==> src/rtl/cbu_pkg.sv <==
package cbu_pkg;

  // Condition codes; values 17..31 are left unassigned on purpose.
  typedef enum logic [4:0] {
    C_OVF     = 5'd0,
    C_NOVF    = 5'd1,
    C_BELOW   = 5'd2,
    C_AE      = 5'd3,
    C_EQ      = 5'd4,
    C_NE      = 5'd5,
    C_BE      = 5'd6,
    C_ABOVE   = 5'd7,
    C_NEG     = 5'd8,
    C_POS     = 5'd9,
    C_PEVEN   = 5'd10,
    C_PODD    = 5'd11,
    C_LESS    = 5'd12,
    C_GE      = 5'd13,
    C_LE      = 5'd14,
    C_GREATER = 5'd15,
    C_CNTZ    = 5'd16
  } cond_e;

  typedef enum logic [1:0] {
    LK_NONE     = 2'd0,
    LK_PLAIN    = 2'd1,
    LK_WHILE_EQ = 2'd2,
    LK_WHILE_NE = 2'd3
  } loop_e;

  typedef struct packed {
    logic cf;
    logic zf;
    logic sf;
    logic of;
    logic pf;
    logic af;
  } flags_t;

  // Even number of ones in a byte gives 1.
  function automatic logic even_ones8(input logic [7:0] v);
    return ~^v;
  endfunction

  // Signed overflow of a - b from the three sign bits.
  function automatic logic sub_overflow(input logic sa, input logic sb, input logic sr);
    return (sa != sb) && (sr != sa);
  endfunction

  // Fixed flag byte image: SF ZF 0 AF 0 PF 1 CF (bit 7 down to 0).
  function automatic logic [7:0] pack_flags(input flags_t f);
    return {f.sf, f.zf, 1'b0, f.af, 1'b0, f.pf, 1'b1, f.cf};
  endfunction

endpackage

==> src/rtl/cbu_sub.sv <==
module cbu_sub
  import cbu_pkg::*;
#(
  parameter int unsigned DW = 16
) (
  input  logic [DW-1:0] a,
  input  logic [DW-1:0] b,
  input  logic          wide,
  output flags_t        flags,
  output logic          sign_a,
  output logic          sign_b,
  output logic          sign_r
);
  localparam int unsigned HW = DW / 2;

  logic [DW:0]   full_diff;
  logic [HW:0]   half_diff;
  logic [4:0]    nib_diff;
  logic [DW-1:0] res;
  logic          borrow_out;

  always_comb begin
    full_diff = {1'b0, a} - {1'b0, b};
    half_diff = {1'b0, a[HW-1:0]} - {1'b0, b[HW-1:0]};
    nib_diff  = {1'b0, a[3:0]} - {1'b0, b[3:0]};
    if (wide) begin
      res        = full_diff[DW-1:0];
      borrow_out = full_diff[DW];
      sign_a     = a[DW-1];
      sign_b     = b[DW-1];
      sign_r     = full_diff[DW-1];
    end else begin
      res        = {{(DW-HW){1'b0}}, half_diff[HW-1:0]};
      borrow_out = half_diff[HW];
      sign_a     = a[HW-1];
      sign_b     = b[HW-1];
      sign_r     = half_diff[HW-1];
    end
  end

  always_comb begin
    flags.cf = borrow_out;
    flags.zf = (res == '0);
    flags.sf = sign_r;
    flags.of = sub_overflow(sign_a, sign_b, sign_r);
    flags.pf = even_ones8(res[7:0]);
    flags.af = nib_diff[4];
  end

endmodule

==> src/rtl/cbu_cond.sv <==
module cbu_cond
  import cbu_pkg::*;
(
  input  flags_t     flags,
  input  logic [4:0] cond,
  input  logic       cnt_zero,
  output logic       cond_take
);
  logic signed_lt;
  logic unsigned_le;

  assign signed_lt   = flags.sf ^ flags.of;
  assign unsigned_le = flags.cf | flags.zf;

  always_comb begin
    case (cond)
      C_OVF:     cond_take = flags.of;
      C_NOVF:    cond_take = !flags.of;
      C_BELOW:   cond_take = flags.cf;
      C_AE:      cond_take = !flags.cf;
      C_EQ:      cond_take = flags.zf;
      C_NE:      cond_take = !flags.zf;
      C_BE:      cond_take = unsigned_le;
      C_ABOVE:   cond_take = !unsigned_le;
      C_NEG:     cond_take = flags.sf;
      C_POS:     cond_take = !flags.sf;
      C_PEVEN:   cond_take = flags.pf;
      C_PODD:    cond_take = !flags.pf;
      C_LESS:    cond_take = signed_lt;
      C_GE:      cond_take = !signed_lt;
      C_LE:      cond_take = signed_lt | flags.zf;
      C_GREATER: cond_take = !signed_lt & !flags.zf;
      C_CNTZ:    cond_take = cnt_zero;
      default:   cond_take = 1'b0;
    endcase
  end

endmodule

==> src/rtl/cbu_loop.sv <==
module cbu_loop
  import cbu_pkg::*;
#(
  parameter int unsigned CW = 16
) (
  input  logic [CW-1:0] count_in,
  input  logic [1:0]    kind,
  input  logic          zf,
  input  logic          cond_take,
  output logic          cnt_zero,
  output logic          take,
  output logic [CW-1:0] count_out
);
  logic [CW-1:0] dec_count;
  logic          dec_nonzero;
  logic          zf_ok;

  assign cnt_zero    = (count_in == '0);
  assign dec_count   = count_in - CW'(1);
  assign dec_nonzero = (dec_count != '0);

  always_comb begin
    case (kind)
      LK_WHILE_EQ: zf_ok = zf;
      LK_WHILE_NE: zf_ok = !zf;
      default:     zf_ok = 1'b1;
    endcase
    if (kind == LK_NONE) begin
      take      = cond_take;
      count_out = count_in;
    end else begin
      take      = dec_nonzero & zf_ok;
      count_out = dec_count;
    end
  end

endmodule

==> src/rtl/cmp_branch_unit.sv <==
module cmp_branch_unit
  import cbu_pkg::*;
#(
  parameter int unsigned DW = 16,
  parameter int unsigned CW = 16
) (
  input  logic          clk,
  input  logic          rst_n,
  input  logic [DW-1:0] op_a,
  input  logic [DW-1:0] op_b,
  input  logic          wide,
  input  logic [4:0]    cond_sel,
  input  logic [1:0]    loop_sel,
  input  logic [CW-1:0] count_in,
  output logic          flag_cf,
  output logic          flag_zf,
  output logic          flag_sf,
  output logic          flag_of,
  output logic          flag_pf,
  output logic          flag_af,
  output logic [7:0]    flag_byte,
  output logic          take,
  output logic [CW-1:0] count_out
);
  flags_t        flags_w, flags_q;
  logic          sign_a_w, sign_b_w, sign_r_w;
  logic          cond_take_w, cnt_zero_w, take_w;
  logic [CW-1:0] count_w;
  logic [4:0]    cond_q;
  logic [1:0]    loop_q;
  logic          past_ok;

  cbu_sub #(.DW(DW)) u_sub (
    .a(op_a), .b(op_b), .wide(wide), .flags(flags_w),
    .sign_a(sign_a_w), .sign_b(sign_b_w), .sign_r(sign_r_w)
  );

  cbu_cond u_cond (
    .flags(flags_w), .cond(cond_sel), .cnt_zero(cnt_zero_w), .cond_take(cond_take_w)
  );

  cbu_loop #(.CW(CW)) u_loop (
    .count_in(count_in), .kind(loop_sel), .zf(flags_w.zf), .cond_take(cond_take_w),
    .cnt_zero(cnt_zero_w), .take(take_w), .count_out(count_w)
  );

  always_ff @(posedge clk) begin
    if (!rst_n) begin
      flags_q   <= '0;
      take      <= 1'b0;
      count_out <= '0;
      cond_q    <= '0;
      loop_q    <= '0;
      past_ok   <= 1'b0;
    end else begin
      flags_q   <= flags_w;
      take      <= take_w;
      count_out <= count_w;
      cond_q    <= cond_sel;
      loop_q    <= loop_sel;
      past_ok   <= 1'b1;
    end
  end

  assign flag_cf   = flags_q.cf;
  assign flag_zf   = flags_q.zf;
  assign flag_sf   = flags_q.sf;
  assign flag_of   = flags_q.of;
  assign flag_pf   = flags_q.pf;
  assign flag_af   = flags_q.af;
  assign flag_byte = pack_flags(flags_q);

  // operands of equal sign can never overflow on subtraction
  a_r3_no_overflow: assert property (@(posedge clk) disable iff (!rst_n)
    (sign_a_w == sign_b_w) |-> !flags_w.of);

  // zero flag means the operands match at the selected width
  a_r2_zero_equal: assert property (@(posedge clk) disable iff (!rst_n)
    flags_w.zf |-> (wide ? (op_a == op_b) : (op_a[7:0] == op_b[7:0])));

  // a taken unsigned-above branch saw neither borrow nor zero
  a_r6_above: assert property (@(posedge clk) disable iff (!rst_n || !past_ok)
    (loop_q == LK_NONE && cond_q == C_ABOVE && take) |-> (!flag_cf && !flag_zf));

  // a taken signed-less branch saw sign differ from overflow
  a_r7_less: assert property (@(posedge clk) disable iff (!rst_n || !past_ok)
    (loop_q == LK_NONE && cond_q == C_LESS && take) |-> (flag_sf != flag_of));

  // unassigned codes never take
  a_r9_unassigned: assert property (@(posedge clk) disable iff (!rst_n || !past_ok)
    (loop_q == LK_NONE && cond_q > 5'd16) |-> !take);

  // loop forms return the decremented count
  a_r10_loop_count: assert property (@(posedge clk) disable iff (!rst_n || !past_ok)
    (loop_q != LK_NONE) |-> (count_out == ($past(count_in) - CW'(1))));

endmodule

==> config.mk <==
export PLATFORM = sky130hd
export DESIGN_NAME = cmp_branch_unit
export DESIGN_NICKNAME = d
export VERILOG_FILES = /design/src/rtl/cbu_pkg.sv /design/src/rtl/cbu_sub.sv /design/src/rtl/cbu_cond.sv /design/src/rtl/cbu_loop.sv /design/src/rtl/cmp_branch_unit.sv
export SDC_FILE = /design/constraint.sdc
export NUM_CORES = 1
export LEC_CHECK = 0
export ABC_AREA = 1
export BUFFER_PORTS_ARGS = -buffer_cell sky130_fd_sc_hd__buf_2
export CAP_MARGIN = 25
export CORE_AREA = 3 3 94 96
export CTS_CLUSTER_DIAMETER = 60
export DETAILED_ROUTE_END_ITERATION = 8
export DIE_AREA = 0 0 97 99
export PLACE_DENSITY_LB_ADDON = 0.1
export SYNTH_ARGS = -nofsm -noshare
export SYNTH_HDL_FRONTEND = slang
export SYNTH_SLANG_ARGS = --single-unit
export TNS_END_PERCENT = 100
==> constraint.sdc <==
create_clock -name clk -period 4.3 [get_ports clk]
set_input_delay 0.43 -clock clk [delete_from_list [all_inputs] [get_ports clk]]
set_output_delay 0.43 -clock clk [all_outputs]
set_load 0.01 [all_outputs]
==> flow_metrics.tcl <==
set metrics [dict create \
    status "completed" \
    power.internal_mw 0.4552 \
    power_mw 0.7674 \
    worst-setup-path-type "primary input to flip-flop" \
    crit_required_ns 4.44 \
    fin_crit_ns 2.941 \
    track_usage_pct 15.40 \
    drive_gt1_share_pct 20.49 \
    post_drt_wl_per_cell_um 10.87 \
    synth-seq-area-share_pct 16.34 \
    cts_inserted_buffers 3 \
    cts_root_buf "clkbuf_8" \
    antenna_found_initial 0 \
    crit_path_start_kind "primary input" \
    grt_pass1_wl_um 12610 \
    p_clk_share_pct 17.4 \
    m1WireLength_um 3447 \
    hold_ws_ns 0.3752 \
    yosysWarnings 0 \
    ant_nets 0 \
    nets 649 \
    tightest_slew_ns 0.5657 \
    cts.sinks 23 \
    power_density_mw_per_mm2 229.2 \
    crit_slowest_cell "fa_1" \
    die_h_um 99 \
    met2_length_um 3428 \
    tns_ns 0 \
    maxCapViolCount 0 \
    area_growth_pct 18.83 \
    swShare_pct 40.68 \
    yosys.area_share.xor_xnor_pct 6.528 \
    port_buffers 85 \
    design_area_mm2 0.003348 \
    fillers 934 \
    setup_viol 0 \
    clk_pin_slew_worst_paths_ns 0.09 \
    synth_compound_area_share_pct 8.659 \
    via_per_inst 4.532 \
    core_mm2 0.008134 \
    synth_cell_types 34 \
    drv_slew 0 \
    synth_mux_area_share_pct 0 \
    cts_tree "done" \
    place_hpwl_um 6377 \
    post_cts_buffers 0 \
    pre_cts_ws_ns 1.090 \
    synth_top_family_by_area "simple AND/OR/NAND/NOR gates" \
    p_seq_share_pct 31.1 \
    rsz0062_at_grt "false" \
    io_pins 89 \
    dr.pass1.iters 5 \
    final_cell_mix "nand2_1 (121), inv_1 (103), buf_2 (85)" \
    clock.fmax_mhz 340.1 \
    drcViolationCount 0 \
    layout_commonest_cell "nand2_1" \
    yosys.area_share.simple_pct 40.19 \
    grt_max_degree 22 \
    clockBufferDepth 2 \
    fin_crit_sh_pct 68.39 \
    min_path_type "primary input to flip-flop" \
    netlist_area_mm2 0.002818 \
    crit_path_max_fanout 4 \
    postCtsHoldBufs 0 \
    gp_congestion 0.8539 \
    crit_arrival_ns 3.08 \
    cpPeakStageDelay_ns 0.40 \
    synthTopCellsByArea "dfxtp_1 (16%), nand2_1 (16%), inv_1 (14%)" \
    routed_wirelength_um 7295 \
    dr_total_vias 3041 \
    max-slew-margin-rel_pct 62.06 \
    die_area_mm2 0.009603 \
    die_x_um 97 \
    p_leak_nw 2.017 \
    netlist.area_leader.share_pct 16.34 \
    yosysTopAreaCell "dfxtp_1" \
    p_comb_share_pct 51.6 \
    irDropWorstVdd_v 0.00009853 \
    cp_common_cell "nand2_1" \
    ctsHtreeMaxLevel 1 \
    crit_path_cell_trace "buf_2 -> inv_1 -> ha_1 -> fa_1 -> inv_1 -> nand3_1 -> nand3_1 -> xnor2_1 -> ha_1 -> xnor2_1 -> xnor2_1 -> nand2_1 -> o2111ai_1 -> nand2_1 -> inv_1 -> nand2_1 -> nor2_1 -> nand2_1 -> nor2_2 -> nand3_2 -> nand2_2 -> a21oi_2" \
    worst_slack_ns 1.359 \
    rows 33 \
    placed_cell_area_mm2 0.003302 \
    synthCells 489 \
    diodes 0 \
    synth_fa_ha_area_share_pct 10.92 \
    wl_met3_um 342 \
    ys_seq_elements 23 \
    cts_resized 0 \
    drt_first_iter_violations 106 \
    initial_utilization_pct 34.64 \
    hold_viol 0 \
    grt-ovfl-total 0 \
    cp-end-kind "flip-flop" \
    first_global_vias 2789 \
    highest_layer "met4" \
    p_sw_mw 0.3122 \
    syn_avg_cell_area_um2 5.762 \
]
## power groups by stage
stage	combinational [mW]	sequential [mW]	clock, mW
after global placement	0.394	0.243	0
after CTS	0.399	0.239	0.139
after floorplan	0.280	0.255	0
final	0.396	0.238	0.133
after detailed placement	0.398	0.244	0
after global routing	0.453	0.241	0.148
## cells by family after synthesis
kind of cell | after synthesis
fa+ha+maj | 24
other cells | 2
flops | 23
compound gates | 45
buf+inv | 120
xor+xnor | 21
simple gates | 254
## registers in the layout (all words and copies together), names as in the netlist
name and count:
count_out 16, flag_af 1, flag_cf 1, flag_of 1
flag_pf 1, flag_sf 1, flag_zf 1, take 1
## final timing paths
kind | to | start | depth (start not counted) | slack, ns
worst max-delay path | take | op_a[0] | 22 | 1.36
worst min-delay path | count_out[0] | count_in[0] | 2 | 0.38
## critical path: cells and delay by family
kind / cells / cell delay [ns]
xor+xnor: 3 / 0.56
buf+inv: 4 / 0.28
fa+ha+maj: 3 / 0.87
compound gates: 2 / 0.12
simple gates: 10 / 0.81
## synth_stat cells
cell       number
nor2_2          3
a21oi_2         2
and2_1          3
nand3b_1        1
or2_2           2
dfxtp_1        23
nor3_1          3
clkbuf_1        5
nor4_1          3
or2_1           1
xnor2_1         9
nor2_1         53
inv_2           2
a21oi_1        19
nand2_1       121
nand3_1        37
nand3_2         5
buf_2           1
nor2_4          1
o31ai_1         1
clkinv_1        1
o21ai_0        19
xor2_1         12
conb_1          2
o211ai_1        2
nand4_1        10
buf_4           8
o2111ai_1       1
inv_1         103
o21ai_1         1
fa_1            1
ha_1           23
nor3_2          1
nand2_2        10
## final cells by class
| cell class | count | area [um^2] | area share (%) |
|---|---|---|---|
| multi-input cells | 347 | 1879 | 56.13 |
| flip-flops and latches | 23 | 460.4 | 13.75 |
| repair buffers | 86 | 432.9 | 12.93 |
| inverters | 106 | 397.9 | 11.88 |
| well taps | 105 | 131.4 | 3.924 |
| clock buffers | 3 | 41.29 | 1.233 |
| clock inverters | 1 | 5.005 | 0.1495 |
## through the flow
step,utilization (%),std cells
2_1_floorplan,-,490
3_3_place_gp,40.59,667
3_5_place_dp,40.59,667
5_1_grt,41.16,671
6_report,41.16,671
4_1_cts,41.16,671
## routing by layer
metal | GRT usage, % | vias to the layer above
li1 | - | 1649
met1 | 21.11 | 1295
met2 | 26.27 | 89
met3 | 1.345 | 8
met4 | 3.564 | 0
met5 | 0 | -
No activity file was read; power rests on OpenSTA's default activity.
